==> src/rtl/desc_intake_pkg.sv <==
package desc_intake_pkg;
    localparam int WORD_W = 64;
    localparam int ADDR_W = 40;
    localparam int ALIGN_W = 5;
    localparam int CODE_W = 9;

    localparam logic [2:0] CIPH_AES_LO = 3'd3;
    localparam logic [2:0] CIPH_AES_HI = 3'd5;
    localparam logic [2:0] MODE_CTR = 3'd4;

    typedef struct packed {
        logic              valid;
        logic [WORD_W-1:0] w0;
        logic [WORD_W-1:0] w1;
    } rsp_state_t;
endpackage

==> src/rtl/desc_ctl_check.sv <==
module desc_ctl_check
    import desc_intake_pkg::*;
#(
    parameter logic [2:0] SOP = 3'b001,
    parameter logic [2:0] EOP = 3'b010
) (
    input  logic [WORD_W-1:0] instr,
    input  logic [2:0]        ctrl0,
    input  logic [2:0]        ctrl1,
    output logic              is_aes,
    output logic              is_ctr,
    output logic [CODE_W-1:0] code
);
    logic [2:0] ciph;
    logic [2:0] mode;

    always_comb begin
        ciph   = instr[34:32];
        mode   = instr[31:29];
        is_aes = (ciph >= CIPH_AES_LO) && (ciph <= CIPH_AES_HI);
        is_ctr = (mode == MODE_CTR);
        code   = '0;
        code[0] = (ciph == 3'd6) || (ciph == 3'd7);
        code[1] = (mode >= 3'd5) || ((mode >= 3'd2) && !is_aes);
        code[4] = (|instr[63:37]) || (|instr[15:14]);
        code[8] = (ctrl0 != SOP) || (ctrl1 != EOP);
    end
endmodule

==> src/rtl/desc_data_check.sv <==
module desc_data_check
    import desc_intake_pkg::*;
#(
    parameter int LEN_W  = 16,
    parameter int OFF_W  = 16,
    parameter int HCNT_W = 8
) (
    input  logic [LEN_W-1:0]  pkt_len,
    input  logic [OFF_W-1:0]  cipher_off,
    input  logic [OFF_W-1:0]  iv_off,
    input  logic [OFF_W-1:0]  auth_off,
    input  logic [OFF_W-1:0]  cksum_off,
    input  logic [HCNT_W-1:0] hash_cnt,
    input  logic              pad_en,
    input  logic              load,
    input  logic              is_aes,
    input  logic              is_ctr,
    output logic [CODE_W-1:0] code
);
    localparam int CMP_W = ((LEN_W > OFF_W) ? LEN_W : OFF_W) + 1;

    logic [CMP_W-1:0] len_x, dbl_x, coff_x, ivo_x, auth_x, cks_x;

    always_comb begin
        len_x  = CMP_W'(pkt_len);
        dbl_x  = CMP_W'({pkt_len, 1'b0});
        coff_x = CMP_W'(cipher_off);
        ivo_x  = CMP_W'(iv_off);
        auth_x = CMP_W'(auth_off);
        cks_x  = CMP_W'(cksum_off);
        code   = '0;
        if (!load) begin
            code[7] = 1'b1;
        end else begin
            code[0] = (len_x <= coff_x) || (len_x <= ivo_x);
            code[1] = (coff_x < ivo_x) || ((coff_x <= ivo_x) && is_aes && !is_ctr);
            code[2] = is_aes && (pkt_len[3] != cipher_off[0]);
            code[3] = (hash_cnt != '0) && !pad_en;
            code[4] = (dbl_x <= cks_x);
            code[6] = (len_x <= auth_x);
        end
    end
endmodule

==> src/rtl/desc_rsp_fmt.sv <==
module desc_rsp_fmt
    import desc_intake_pkg::*;
(
    input  logic [2:0]        frame,
    input  logic [6:0]        dst_id,
    input  logic [2:0]        dsc_ctrl,
    input  logic [CODE_W-1:0] code,
    input  logic [ADDR_W-1:0] addr,
    output logic [WORD_W-1:0] word
);
    always_comb begin
        word = {frame, dst_id, 2'b00, dsc_ctrl, code,
                addr[ADDR_W-1:ALIGN_W], {ALIGN_W{1'b0}}};
    end
endmodule

==> src/rtl/desc_intake_check.sv <==
module desc_intake_check
    import desc_intake_pkg::*;
#(
    parameter int         LEN_W  = 16,
    parameter int         OFF_W  = 16,
    parameter int         HCNT_W = 8,
    parameter logic [2:0] SOP    = 3'b001,
    parameter logic [2:0] EOP    = 3'b010
) (
    input  logic              clk,
    input  logic              rst_n,
    input  logic              cmd_valid,
    output logic              cmd_ready,
    input  logic [63:0]       cmd_w0,
    input  logic [63:0]       cmd_w1,
    input  logic [63:0]       instr,
    input  logic [LEN_W-1:0]  pkt_len,
    input  logic [OFF_W-1:0]  cipher_off,
    input  logic [OFF_W-1:0]  iv_off,
    input  logic [OFF_W-1:0]  auth_off,
    input  logic [OFF_W-1:0]  cksum_off,
    input  logic [HCNT_W-1:0] hash_cnt,
    input  logic              pad_en,
    output logic              rsp_valid,
    input  logic              rsp_ready,
    output logic [63:0]       rsp_w0,
    output logic [63:0]       rsp_w1
);
    localparam int NWORD = 2;

    logic              aes, ctr;
    logic [CODE_W-1:0] ctl_code, dat_code;

    logic [NWORD-1:0][2:0]        frm;
    logic [NWORD-1:0][2:0]        dsc;
    logic [NWORD-1:0][CODE_W-1:0] cod;
    logic [NWORD-1:0][ADDR_W-1:0] adr;
    logic [NWORD-1:0][WORD_W-1:0] wrd;

    rsp_state_t st_d, st_q;

    desc_ctl_check #(.SOP(SOP), .EOP(EOP)) u_ctl (
        .instr  (instr),
        .ctrl0  (cmd_w0[63:61]),
        .ctrl1  (cmd_w1[63:61]),
        .is_aes (aes),
        .is_ctr (ctr),
        .code   (ctl_code)
    );

    desc_data_check #(.LEN_W(LEN_W), .OFF_W(OFF_W), .HCNT_W(HCNT_W)) u_dat (
        .pkt_len    (pkt_len),
        .cipher_off (cipher_off),
        .iv_off     (iv_off),
        .auth_off   (auth_off),
        .cksum_off  (cksum_off),
        .hash_cnt   (hash_cnt),
        .pad_en     (pad_en),
        .load       (cmd_w1[45]),
        .is_aes     (aes),
        .is_ctr     (ctr),
        .code       (dat_code)
    );

    assign frm = {EOP, SOP};
    assign dsc = {cmd_w1[63:61], cmd_w0[63:61]};
    assign cod = {dat_code, ctl_code};
    assign adr = {cmd_w1[ADDR_W-1:0], cmd_w0[ADDR_W-1:0]};

    for (genvar gi = 0; gi < NWORD; gi++) begin : g_fmt
        desc_rsp_fmt u_fmt (
            .frame    (frm[gi]),
            .dst_id   (cmd_w0[60:54]),
            .dsc_ctrl (dsc[gi]),
            .code     (cod[gi]),
            .addr     (adr[gi]),
            .word     (wrd[gi])
        );
    end

    always_comb begin
        st_d = st_q;
        if (st_q.valid) begin
            if (rsp_ready) st_d.valid = 1'b0;
        end else if (cmd_valid) begin
            st_d.valid = 1'b1;
            st_d.w0    = wrd[0];
            st_d.w1    = wrd[1];
        end
    end

    always_ff @(posedge clk) begin
        if (!rst_n) st_q <= '0;
        else        st_q <= st_d;
    end

    assign cmd_ready = !st_q.valid;
    assign rsp_valid = st_q.valid;
    assign rsp_w0    = st_q.w0;
    assign rsp_w1    = st_q.w1;
endmodule

==> config.mk <==
export PLATFORM = sky130hd
export DESIGN_NAME = desc_intake_check
export DESIGN_NICKNAME = d
export VERILOG_FILES = /design/src/rtl/desc_intake_pkg.sv /design/src/rtl/desc_ctl_check.sv /design/src/rtl/desc_data_check.sv /design/src/rtl/desc_rsp_fmt.sv /design/src/rtl/desc_intake_check.sv
export SDC_FILE = /design/constraint.sdc
export NUM_CORES = 1
export LEC_CHECK = 0
export ABC_AREA = 1
export BUFFER_PORTS_ARGS = -buffer_cell sky130_fd_sc_hd__clkbuf_2
export CORE_AREA = 2 2 162 164
export DETAILED_ROUTE_END_ITERATION = 8
export DIE_AREA = 0 0 164 166
export GPL_TIMING_DRIVEN = 0
export SLEW_MARGIN = 20
export SYNTH_ARGS = -nofsm -noshare
export SYNTH_HDL_FRONTEND = slang
export SYNTH_SLANG_ARGS = --single-unit
==> constraint.sdc <==
create_clock -name clk -period 1.5 [get_ports clk]
set_clock_uncertainty 0.1 [all_clocks]
set_input_delay 0.225 -clock clk [delete_from_list [all_inputs] [get_ports clk]]
set_output_delay 0.225 -clock clk [all_outputs]
set_load 0.01 [all_outputs]
=== Word level (Yosys, flattened, before mapping) ===
Cells that the tools add are included.

* Register bits: 104
* Bits of input ports: 285
* Output and inout port bits: 130
* Word-level logic and storage cells: 46

* Magnitude comparators: 10
* Eq/ne operators: 6
* Multiplexer cells: 6
* Bitwise operators: 1
* Reduce and logical (&&, ||, !) cells: 20

{| class="wikitable"
|+ Operators by type and width
! cell !! number
|-
| 129-bit two-way mux || 1
|-
| 16-bit less-or-equal comparator || 4
|-
| 27-bit OR reduction || 1
|-
| 17-bit by 16-bit less-or-equal comparator with 1-bit output || 1
|-
| 16-bit < comparator || 1
|-
| 3-bit equality test (second input constant) || 3
|-
| 8-bit nonzero test || 1
|-
| 3-bit by 2-bit greater-or-equal comparator with 1-bit output (second input constant) || 2
|-
| 1-bit logical AND || 6
|-
| 1-bit logical OR || 6
|-
| 5-bit two-way mux || 1
|-
| 1-bit zero test || 4
|-
| 1-bit two-way mux || 4
|-
| 3-bit greater-or-equal comparator (second input constant) || 1
|-
| 3-bit less-or-equal comparator (second input constant) || 1
|-
| 3-bit by 1-bit inequality test with 1-bit output (second input constant) || 1
|-
| 3-bit by 2-bit inequality test with 1-bit output (second input constant) || 1
|-
| 2-bit AND reduction || 1
|-
| 2-bit OR reduction || 1
|-
| 1-bit inequality test || 1
|-
| 1-bit NOT || 1
|}

=== Logic depth before layout (Yosys ltp) ===
Gate-level depths: netlist of the first run.

* Depth in word-level cells: 8
* Depth in mapped cells: 14
* Depth with buffers taken out: 14

=== By module ===
From an unflattened synthesis of the first run, not the netlist that was laid out.

* Cells, all modules: 1364
* Area, all modules: 8800.9 um2

{| class="wikitable"
|+ Modules (own cells, without submodules)
! module !! instances !! cells an instance !! area each (um2) !! sequential area each (um2)
|-
| desc_intake_check || 1 || 834 || 5455.2 || 2582.5
|-
| desc_data_check || 1 || 335 || 2088.3 || 0.0
|-
| desc_rsp_fmt || 2 || 65 || 484.2 || 0.0
|-
| desc_ctl_check || 1 || 65 || 289.0 || 0.0
|}

=== Worst setup path after synthesis of the first run ===
OpenSTA, ideal clock, no wires.

* Path type: input to register
* From: input port cksum_off[14]
* To: register st_q, in the netlist rsp_w1[44]
* Setup time: 0.122 ns
* Arrival: 1.164 ns
* Data required time: 1.278 ns
* Path slack: 0.114 ns
* Cell stages on the path: 11
* Buffers on the path: 0
* Cell sequence: inv_1 -> ha_1 -> nand2_1 -> nor2_2 -> nand2_1 -> nor3_2 -> nand2_1 -> nand3_1 -> nand2_1 -> nand2_1 -> a21oi_2

* Word-level cells in the longest chain between the ends: 2

{| class="wikitable"
|+ RTL lines
! element !! RTL line !! RTL
|-
| start, declared || desc_intake_check.sv:21 || <nowiki>input logic [OFF_W-1:0] cksum_off,</nowiki>
|-
| 17-bit by 16-bit less-or-equal comparator with 1-bit output || desc_data_check.sv:39 || <nowiki>code[4] = (dbl_x <= cks_x);</nowiki>
|-
| 5-bit two-way mux || desc_data_check.sv:32 || <nowiki>if (!load) begin</nowiki>
|-
| end signal, assigned || desc_intake_check.sv:94 || <nowiki>else st_q <= st_d;</nowiki>
|-
| end, declared || desc_intake_check.sv:40 || <nowiki>rsp_state_t st_d, st_q;</nowiki>
|}

No other way between the ends.
A chain may end at the register's enable or synchronous reset.

=== Worst setup path in the final report of the first run ===
* From: input port pkt_len[14]
* To: register st_q, in the netlist rsp_w1[44]

* Word-level cells in the longest chain between the ends: 2

{| class="wikitable"
|+ RTL lines
! element !! RTL line !! RTL
|-
| start, declared || desc_intake_check.sv:17 || <nowiki>input logic [LEN_W-1:0] pkt_len,</nowiki>
|-
| 17-bit by 16-bit less-or-equal comparator with 1-bit output || desc_data_check.sv:39 ||
|-
| 5-bit two-way mux || desc_data_check.sv:32 ||
|}

No other way between the ends.

==> results.py, run 1 <==
metrics = {
    "status": {
        "status": "finished clean",
    },
    "job": {
        "cap_viol_max_count": 0,
    },
    "logic_synthesis": {
        "avgSynthCellArea_um2": 7.16,
        "seq_area_frac_synth": 0.338,
        "ys_types": 26,
        "netlist_area_um2": 5690,
        "synth_flop_cell": "dfxtp_1",
        "netlist_top_cells_area": "dfxtp_1 (34%), ha_1 (17%), nor2_1 (12%)",
        "synth_cells": 795,
        "ys_ff_latch": 96,
        "yosys.area.top_type": "dfxtp_1",
        "synthArstFlopShare": 0,
        "synth_top_area_share": 0.338,
        "yosysWarningCount": 0,
        "synth_edf_count": 0,
    },
    "setup_path": {
        "crit_chain": "buf_2, ha_4, nand2_2, nor2_4, nand2_2, nor3_4, nand4_1, nand2_2, nand2_1, a21oi_2",
        "slowest_delay_ns": 0.26,
        "critPathBufInv": 1,
        "crit_path_start_kind": "primary input",
        "slowest_stage": "ha_4",
        "arrival_ns": 1.62,
        "cp_data_required_time_ns": 1.68,
        "path_common_cell": "nand2_2",
        "worstSetupPathType": "primary input to flip-flop",
        "crit_fanout": 4,
        "cpLargestDelayFamily": "simple AND/OR/NAND/NOR gates",
        "critPathCaptureType": "flip-flop",
    },
    "clock_network": {
        "tritoncts": "done",
        "cts_sinks": 96,
        "root_buffer": "clkbuf_16",
        "clk_latency_ns": 0.34,
        "holdBufCountCts": 0,
        "clk_pin_slew_worst_paths_ns": 0.08,
        "cts_buffer_depth": 2,
        "cts_htree_levels": 3,
        "cts_made_buffers": 9,
    },
    "global_route": {
        "antenna_found_initial": 1,
        "grt.overflow.total": 0,
        "grt_use_total": 0.141,
        "use_met1": 0.154,
        "grt_busiest_layer": "met2",
        "grt_pass1_wl_um": 30400,
        "grt_pass1_vias": 6111,
        "gr-usage-met2": 0.263,
        "grt_max_degree": 18,
        "grt_util_met3": 0.0355,
    },
    "timing": {
        "post-route-min-period_ns": 1.45,
        "fmax_mhz": 690,
        "post-route-period-util": 0.966,
        "whs_ns": 0.0218,
        "layout_setup_ws_ns": 0.0511,
        "rsz0062_at_grt": "true",
        "slew_violations": 0,
        "worst_pin_slew_ns": 0.554,
        "slew_headroom": 0.631,
        "finalSetupTns_ns": 0,
        "finalSetupViolations": 0,
        "hold_viol_final": 0,
    },
    "min_path": {
        "hold_path_class": "primary input to flip-flop",
    },
    "die": {
        "start_util": 0.222,
        "ios": 415,
        "die_h_um": 166,
        "fp.coreArea_um2": 25600,
        "die_w_um": 164,
        "dieArea_um2": 27200,
        "fp-row-count": 59,
    },
    "route": {
        "dr.pass1.iters": 4,
        "postRouteAntennaNets": 0,
        "vias": 6100,
        "vias_per_cell": 4.10,
        "drt_iter0_markers": 223,
        "drc_errors": 0,
        "post_drt_wl_per_cell_um": 13.1,
        "drt_wl_total_um": 19500,
    },
    "pwr": {
        "irDropWorstVdd_v": 0.000634,
        "powerDensity_nw_per_um2": 862,
        "switching_share": 0.311,
        "internal-power_mw": 4.86,
        "switching_power_mw": 2.20,
        "clkPwrFrac": 0.341,
        "leakage_nw": 4.53,
        "seqPwrFrac": 0.405,
        "combinationalPowerShare": 0.254,
    },
    "final_layout": {
        "multi_input_area_um2": 3220,
        "drive_gt1_frac": 0.345,
        "area_delta_synth_final_pct": 44.0,
        "final-seq-area_um2": 1920,
        "fillCellCount": 2802,
        "nNetsFinal": 1510,
    },
    "placed_design": {
        "dp_slack_ns": -0.418,
        "gp_congestion": 0.872,
        "hpwlAfterDp_um": 16500,
        "portBuffers": 315,
    },
}
synth_stat cells, types with 2 or more instances:
master	n
nor2_1	188
o21a_1	4
nand4_1	8
inv_1	89
dfxtp_1	96
nor3_1	2
nor2_2	2
buf_2	11
nand2_1	80
o21ai_0	105
ha_1	79
a21oi_1	48
buf_4	35
a31oi_1	2
nand3_1	12
clkbuf_1	16
nor4_1	9
metrics by stage:
step | instances | utilization | instance area, µm² | total power, mW
floorplan | 819 | - | 5780 | 3.89
global placement | 1469 | 0.304 | 7780 | 4.66
detailed placement | 1469 | 0.304 | 7780 | 4.70
CTS | 1485 | 0.316 | 8100 | 7.17
global route | 1487 | 0.320 | 8190 | 7.55
finish | 1487 | 0.320 | 8190 | 7.06
metal layers:
metal | vias up | share of wire
li1 | 3222 | -
met5 | - | 0
met4 | 0 | 0.023
met1 | 2631 | 0.41
met2 | 224 | 0.49
met3 | 23 | 0.078
sequential cells by signal, indices dropped and copies added, names as in the netlist:
register and cells:
rsp_w1 53, rsp_w0 42, rsp_valid 1
cells by family after synthesis:
kind of cell / Yosys count / share of synthesized area
flops: 96 / 0.338
fa+ha+maj: 79 / 0.174
simple gates: 304 / 0.215
buf+inv: 153 / 0.127
compound gates: 161 / 0.145
xor+xnor: 1 / 0.00154
other cells: 1 / 0.000659
cell usage in the layout (no fill, tap or decap), drive strengths merged, types with 9 or more instances in the layout:
cell	instances
clkbuf	338
nor2	190
o21ai	105
dfxtp	96
inv	94
nand2	82
ha	79
buf	50
a21oi	49
conb	25
nand3	12
nor4	9
final cells by class:
type | count | share of cell area
Timing Repair Buffer | 316 | 0.193
Multi-Input combinational cell | 570 | 0.393
Tap cell | 335 | 0.0512
Clock buffer | 10 | 0.0279
Antenna cell | 1 | 0.000305
Buffer | 62 | 0.0483
Inverter | 91 | 0.0420
Sequential cell | 96 | 0.235
Clock inverter | 6 | 0.00901
worst min-delay path, cell delays in order:
cell and delay (ns):
clkbuf_2 0.07, o21ai_0 0.07, nor2_1 0.07
timing repair:
item                       in CTS  in global routing
gates cloned                    0                  0
gates resized for setup         6                 21
pin swaps                       1                  5
setup endpoints to repair      10                 22
setup buffers                   0                  1
power groups by stage:
stage | sequential, mW | combinational (mW) | clock [mW]
after global routing | 2.89 | 2.06 | 2.60
after floorplan | 3.01 | 0.873 | 0
final | 2.86 | 1.79 | 2.41
after CTS | 2.86 | 1.80 | 2.51
after detailed placement | 2.92 | 1.78 | 0
after global placement | 2.91 | 1.75 | 0
path summary, 6_finish.rpt:
kind	slack, ns	to	start	depth (start not counted)
hold reg to reg	0.36	rsp_w1[43]	rsp_w1[43]	2
setup reg to reg	0.11	rsp_w0[41]	rsp_valid	6
setup / recovery	0.05	rsp_w1[44]	pkt_len[14]	10
hold / removal	0.02	rsp_w1[13]	cmd_w1[13]	3
No activity file was read; power rests on OpenSTA's default activity.
==> run 2, diff against run 1 <==
--- a/config.mk
+++ b/config.mk
@@ -7,9 +7,10 @@
 export LEC_CHECK = 0
 export ABC_AREA = 1
 export BUFFER_PORTS_ARGS = -buffer_cell sky130_fd_sc_hd__clkbuf_2
-export CORE_AREA = 2 2 162 164
+export CORE_AREA = 2 2 161 163
+export CTS_BUF_LIST = sky130_fd_sc_hd__clkbuf_16
 export DETAILED_ROUTE_END_ITERATION = 8
-export DIE_AREA = 0 0 164 166
+export DIE_AREA = 0 0 163 165
 export GPL_TIMING_DRIVEN = 0
 export SLEW_MARGIN = 20
 export SYNTH_ARGS = -nofsm -noshare
==> constraint.sdc (replaced) <==
create_clock -name clk -period 1.25 [get_ports clk]
set_clock_uncertainty 0.1 [all_clocks]
set_input_delay 0.1875 -clock clk [delete_from_list [all_inputs] [get_ports clk]]
set_output_delay 0.1875 -clock clk [all_outputs]
set_load 0.01 [all_outputs]
==> run 2 against run 1 <==
The run now ends with negative hold slack, negative setup slack left. Utilization is 6.1 points higher. Cell area rose by 16%. Count of clock-buffer cells in the layout fell by 1. Non-clock buffer count is 73 higher. Sequential share of layout area shrank 3.2 points. Register-to-register slack lost 0.13 ns. First-iteration DRC count rose by 34%. Flip-flop and latch count did not move. Largest power group unchanged.
==> results.py, run 2 (synthesis gave the netlist of run 1 again) <==
metrics = {
    "die": {
        "fp.coreArea_um2": 25000,
        "dieArea_um2": 26900,
        "fp-row-count": 58,
        "die_w_um": 163,
        "die_h_um": 165,
        "start_util": 0.227,
        "ios": 415,
    },
    "final_layout": {
        "design_area_um2": 9540,
        "final_common_cell": "clkbuf_2",
        "final_util": 0.381,
        "nNetsFinal": 1584,
        "largest_reg_flops": 53,
        "drive_gt1_frac": 0.393,
        "final-seq-area_um2": 1940,
        "area_delta_synth_final_pct": 67.7,
        "antennaDiodeCount": 0,
        "layout_common_cells": "clkbuf_2 (302), nor2_1 (180), dfxtp_1 (87)",
        "fillCellCount": 2596,
        "multi_input_area_um2": 3560,
    },
    "min_path": {
        "whs_endpoint": "rsp_w1[6]",
        "whs_path_depth": 3,
        "hold_path_class": "primary input to flip-flop",
        "min_from": "cmd_w1[6]",
    },
    "timing": {
        "rsz0062_at_grt": "true",
        "fmax_mhz": 780,
        "finalSetupViolations": 5,
        "post-route-min-period_ns": 1.28,
        "worst_pin_slew_ns": 0.509,
        "hold_viol_final": 2,
        "whs_ns": -0.0133,
        "slew_violations": 0,
        "post-route-period-util": 1.03,
        "layout_setup_ws_ns": -0.0325,
        "slew_headroom": 0.661,
    },
    "placed_design": {
        "gp_congestion": 0.853,
        "hpwlAfterDp_um": 16300,
        "portBuffers": 315,
        "placed_area_um2": 7840,
    },
    "status": {
        "status": "finished with violations",
        "failed_checks": "negative hold slack, negative setup slack",
    },
    "pwr": {
        "powerDensity_nw_per_um2": 940,
        "finalPower_mw": 8.97,
        "irDropWorstVdd_v": 0.000513,
        "leakage_nw": 4.98,
    },
    "route": {
        "dr.pass1.iters": 4,
        "vias": 6464,
        "postRouteAntennaNets": 0,
        "drt_iter0_markers": 298,
        "drt_wl_total_um": 21200,
        "post_drt_wl_per_cell_um": 13.7,
        "drc_errors": 0,
        "vias_per_cell": 4.16,
    },
    "setup_path": {
        "crit_fanout": 2,
        "critPathBufInv": 3,
        "ff2ff_path_depth": 6,
        "slowest_delay_ns": 0.35,
        "slowest_stage": "dfxtp_2",
        "cp_data_required_time_ns": 0.96,
        "cpLargestDelayFamily": "flip-flops",
        "r2r_end": "rsp_valid",
        "cp_num_cells": 3,
        "arrival_ns": 1.00,
        "crit_chain": "inv_4, buf_4, buf_6",
        "worstSetupPathType": "flip-flop to output pin",
        "rrSetupSlack_ns": -0.02,
        "critPathCaptureType": "output pin",
        "rr_startpoint": "rsp_valid",
        "crit_path_start_kind": "flip-flop",
    },
    "global_route": {
        "grt.overflow.total": 0,
        "grt_use_total": 0.149,
        "antenna_found_initial": 0,
        "grt_max_degree": 17,
        "grt_pass1_vias": 6202,
        "grt_pass1_wl_um": 30900,
    },
    "job": {
        "cap_viol_max_count": 0,
    },
    "clock_network": {
        "root_buffer": "clkbuf_16",
        "cts_htree_levels": 3,
        "clk_pin_slew_worst_paths_ns": 0.07,
        "cts_buffer_depth": 2,
        "clk_latency_ns": 0.35,
        "cts_sinks": 96,
        "cts_made_buffers": 9,
        "tritoncts": "done",
    },
}
[run 2: cell types whose count changed in the layout (fill, tap and decap cells not counted), sizes merged]
cell | previous run | this run
clkbuf | 338 | 323
inv | 94 | 92
diode | 1 | 0
clkinvlp | 2 | 3
clkinv | 0 | 2
buf | 50 | 73
dlygate4sd3 | 0 | 64
[run 2: area by class of cell]
cell class                      instances  area share
Clock inverter                          6     0.00721
Sequential cell                        96       0.203
Tap cell                              330      0.0433
Timing Repair Buffer                  391       0.260
Multi-Input combinational cell        570       0.373
Clock buffer                            9      0.0236
Inverter                               91      0.0382
Timing Repair inverter                  1     0.00118
Buffer                                 60      0.0506
[run 2: routing by layer]
layer	part of all wire	vias to the layer above	routed length, µm	GRT usage
met5	0	-	0	0
met4	0.024	0	499	0.0583
met3	0.064	35	1350	0.0316
met2	0.50	221	10700	0.270
met1	0.41	2823	8670	0.169
li1	-	3385	-	-
[run 2: worst max path at each step]
stage / startpoint / end
CTS: pkt_len[13] / rsp_w1[44]
floorplan: cksum_off[15] / rsp_w1[44]
detailed placement: pkt_len[14] / rsp_w1[44]
global route: pkt_len[2] / rsp_w1[44]
global placement: pkt_len[14] / rsp_w1[44]
finish: rsp_valid / cmd_ready
[run 2: through the flow]
step                      setup WS [ns]  TNS [ns]  cells
final                           -0.0325   -0.0935   1554
after global routing            -0.0970    -0.898   1554
after CTS                       -0.0945    -0.695   1549
after detailed placement         -0.600    -11.57   1464
after global placement           -0.579    -10.68   1464
after floorplan                 -0.0905   -0.0905    819
[run 2: timing repair]
action,4_1_cts,5_1_grt
gates cloned,3,1
hold endpoints to repair,63,1
resized for setup,93,135
pin swaps,10,25
hold buffers,63,1
setup endpoints to repair,85,58
buffers inserted,5,5
[run 2: where the power goes]
group          switching (mW)  total [mW]  internal [mW]  leakage [nW]
clock network            1.25        2.80           1.55         0.135
registers               0.135        3.45           3.31         0.799
logic                    1.41        2.72           1.31          4.05
[run 2: worst reg2reg max path: cells and delay by family (launching register included)]
kind,cells,cell delay [ns]
compound gates,1,0.16
buf+inv,4,0.46
flops,1,0.35
simple gates,1,0.10
==> run 3, diff against run 2 <==
--- a/config.mk
+++ b/config.mk
@@ -11,7 +11,6 @@
 export CTS_BUF_LIST = sky130_fd_sc_hd__clkbuf_16
 export DETAILED_ROUTE_END_ITERATION = 8
 export DIE_AREA = 0 0 163 165
-export GPL_TIMING_DRIVEN = 0
 export SLEW_MARGIN = 20
 export SYNTH_ARGS = -nofsm -noshare
 export SYNTH_HDL_FRONTEND = slang
==> run 3 against run 2 <==
The run ends with negative setup slack left. Highest routed layer unchanged. Count of clock-buffer cells in the layout unchanged. Final cell count decreased by 1.1%. Critical path depth unchanged. Utilization decreased by 1.2 points. Via count decreased by 1.8%. Combinational power decreased by 5%. Sequential power about the same. Setup slack improved by 0.014 ns.
==> results.py, run 3 (synthesis gave the netlist of run 1 again) <==
metrics = {
    "final_layout": {
        "multi_input_area_um2": 3430,
        "largest_reg_flops": 53,
        "antennaDiodeCount": 0,
        "layout_common_cells": "clkbuf_2 (311), nor2_1 (180), dfxtp_1 (95)",
        "nNetsFinal": 1566,
        "design_area_um2": 9230,
        "final-seq-area_um2": 1920,
        "area_delta_synth_final_pct": 62.2,
        "final_common_cell": "clkbuf_2",
        "fillCellCount": 2613,
        "drive_gt1_frac": 0.358,
    },
    "clock_network": {
        "tritoncts": "done",
        "clk_pin_slew_worst_paths_ns": 0.08,
        "cts_htree_levels": 3,
        "cts_sinks": 96,
        "cts_buffer_depth": 2,
        "clk_latency_ns": 0.35,
        "root_buffer": "clkbuf_16",
        "cts_made_buffers": 9,
    },
    "pwr": {
        "leakage_nw": 4.86,
        "irDropWorstVdd_v": 0.000568,
        "powerDensity_nw_per_um2": 944,
        "finalPower_mw": 8.71,
    },
    "min_path": {
        "hold_path_class": "primary input to flip-flop",
        "min_from": "cmd_w0[14]",
        "whs_path_depth": 3,
        "whs_endpoint": "rsp_w0[14]",
    },
    "placed_design": {
        "dp_slack_ns": -0.398,
        "hpwlAfterDp_um": 15400,
        "portBuffers": 316,
        "placed_area_um2": 7830,
        "gp_congestion": 0.867,
    },
    "timing": {
        "post-route-period-util": 1.02,
        "slew_violations": 0,
        "rsz0062_at_grt": "true",
        "finalSetupViolations": 2,
        "post-route-min-period_ns": 1.27,
        "layout_setup_ws_ns": -0.0190,
        "hold_viol_final": 0,
        "fmax_mhz": 788,
    },
    "global_route": {
        "grt_pass1_wl_um": 29400,
        "grt_pass1_vias": 6026,
        "grt_use_total": 0.139,
        "grt_max_degree": 51,
        "antenna_found_initial": 0,
        "grt.overflow.total": 0,
    },
    "route": {
        "vias": 6349,
        "postRouteAntennaNets": 0,
        "drt_wl_total_um": 20200,
        "vias_per_cell": 4.13,
        "post_drt_wl_per_cell_um": 13.1,
        "dr.pass1.iters": 4,
        "drt_iter0_markers": 299,
        "drc_errors": 0,
    },
    "die": {
        "start_util": 0.227,
        "die_h_um": 165,
        "dieArea_um2": 26900,
        "fp-row-count": 58,
        "fp.coreArea_um2": 25000,
        "die_w_um": 163,
        "ios": 415,
    },
    "setup_path": {
        "crit_path_start_kind": "flip-flop",
        "crit_fanout": 2,
        "arrival_ns": 0.98,
        "rrSetupSlack_ns": -0.01,
        "worstSetupPathType": "flip-flop to output pin",
        "critPathCaptureType": "output pin",
        "rr_startpoint": "rsp_valid",
        "r2r_end": "rsp_w0[44]",
        "cp_data_required_time_ns": 0.96,
        "ff2ff_path_depth": 7,
    },
    "status": {
        "failed_checks": "negative setup slack",
        "status": "finished with violations",
    },
    "job": {
        "cap_viol_max_count": 0,
    },
}
run 3: changes by cell type in the layout (fill, tap and decap cells not counted), sizes merged:
cell	change
buf	-28
bufinv	-1
clkinv	-1
dlygate4sd3	+11
inv	+2
run 3: metrics by stage:
step                setup TNS, ns  std cells  utilization  hold WS, ns
floorplan                 -0.0905        819            -        0.235
global placement            -1.51       1440        0.313        0.333
detailed placement          -1.84       1440        0.313        0.341
CTS                        -0.352       1530        0.355     0.000861
global route               -0.927       1537        0.369      0.00433
finish                    -0.0313       1537        0.369      0.00485
run 3: where the power goes:
part | switching (mW) | internal (mW)
registers | 0.129 | 3.31
logic | 1.35 | 1.24
clock network | 1.31 | 1.37
total | 2.79 | 5.92
run 3: worst max-delay path, cell delays in order (launching register included):
cell and delay (ns):
dfxtp_2 0.35, inv_4 0.05, buf_6 0.11, buf_8 0.11
run 3: timing repair:
action	4_1_cts	5_1_grt
cloned	0	2
hold endpoints to repair	74	2
gates resized for setup	10	121
hold buffers	73	2
endpoints found under the setup margin	32	85
pin swaps	0	15
setup buffers	1	3
run 3: area by class of cell:
class	instances	area share
well taps	330	0.0447
clock inverters	7	0.00623
repair buffers	434	0.307
clock buffers	9	0.0244
inverters	91	0.0386
multi-input cells	570	0.371
flip-flops and latches	96	0.208
run 3: per-layer routing:
layer / vias to the layer above / track usage / share of wire
met4: 0 / 0.0386 / 0.016
met2: 211 / 0.261 / 0.50
li1: 3339 / - / -
met1: 2775 / 0.151 / 0.41
met3: 24 / 0.0409 / 0.072
met5: - / 0 / 0
run 3: worst max-delay path by stage:
stage	startpoint	endpoint	slack (ns)	cells after the start
floorplan	cksum_off[15]	rsp_w1[44]	-0.09	11
global placement	pkt_len[3]	rsp_w1[46]	-0.39	12
detailed placement	pkt_len[3]	rsp_w1[46]	-0.40	12
CTS	rsp_valid	rsp_w0[25]	-0.04	6
global route	rsp_valid	rsp_w0[44]	-0.1	7
finish	rsp_valid	cmd_ready	-0.02	3
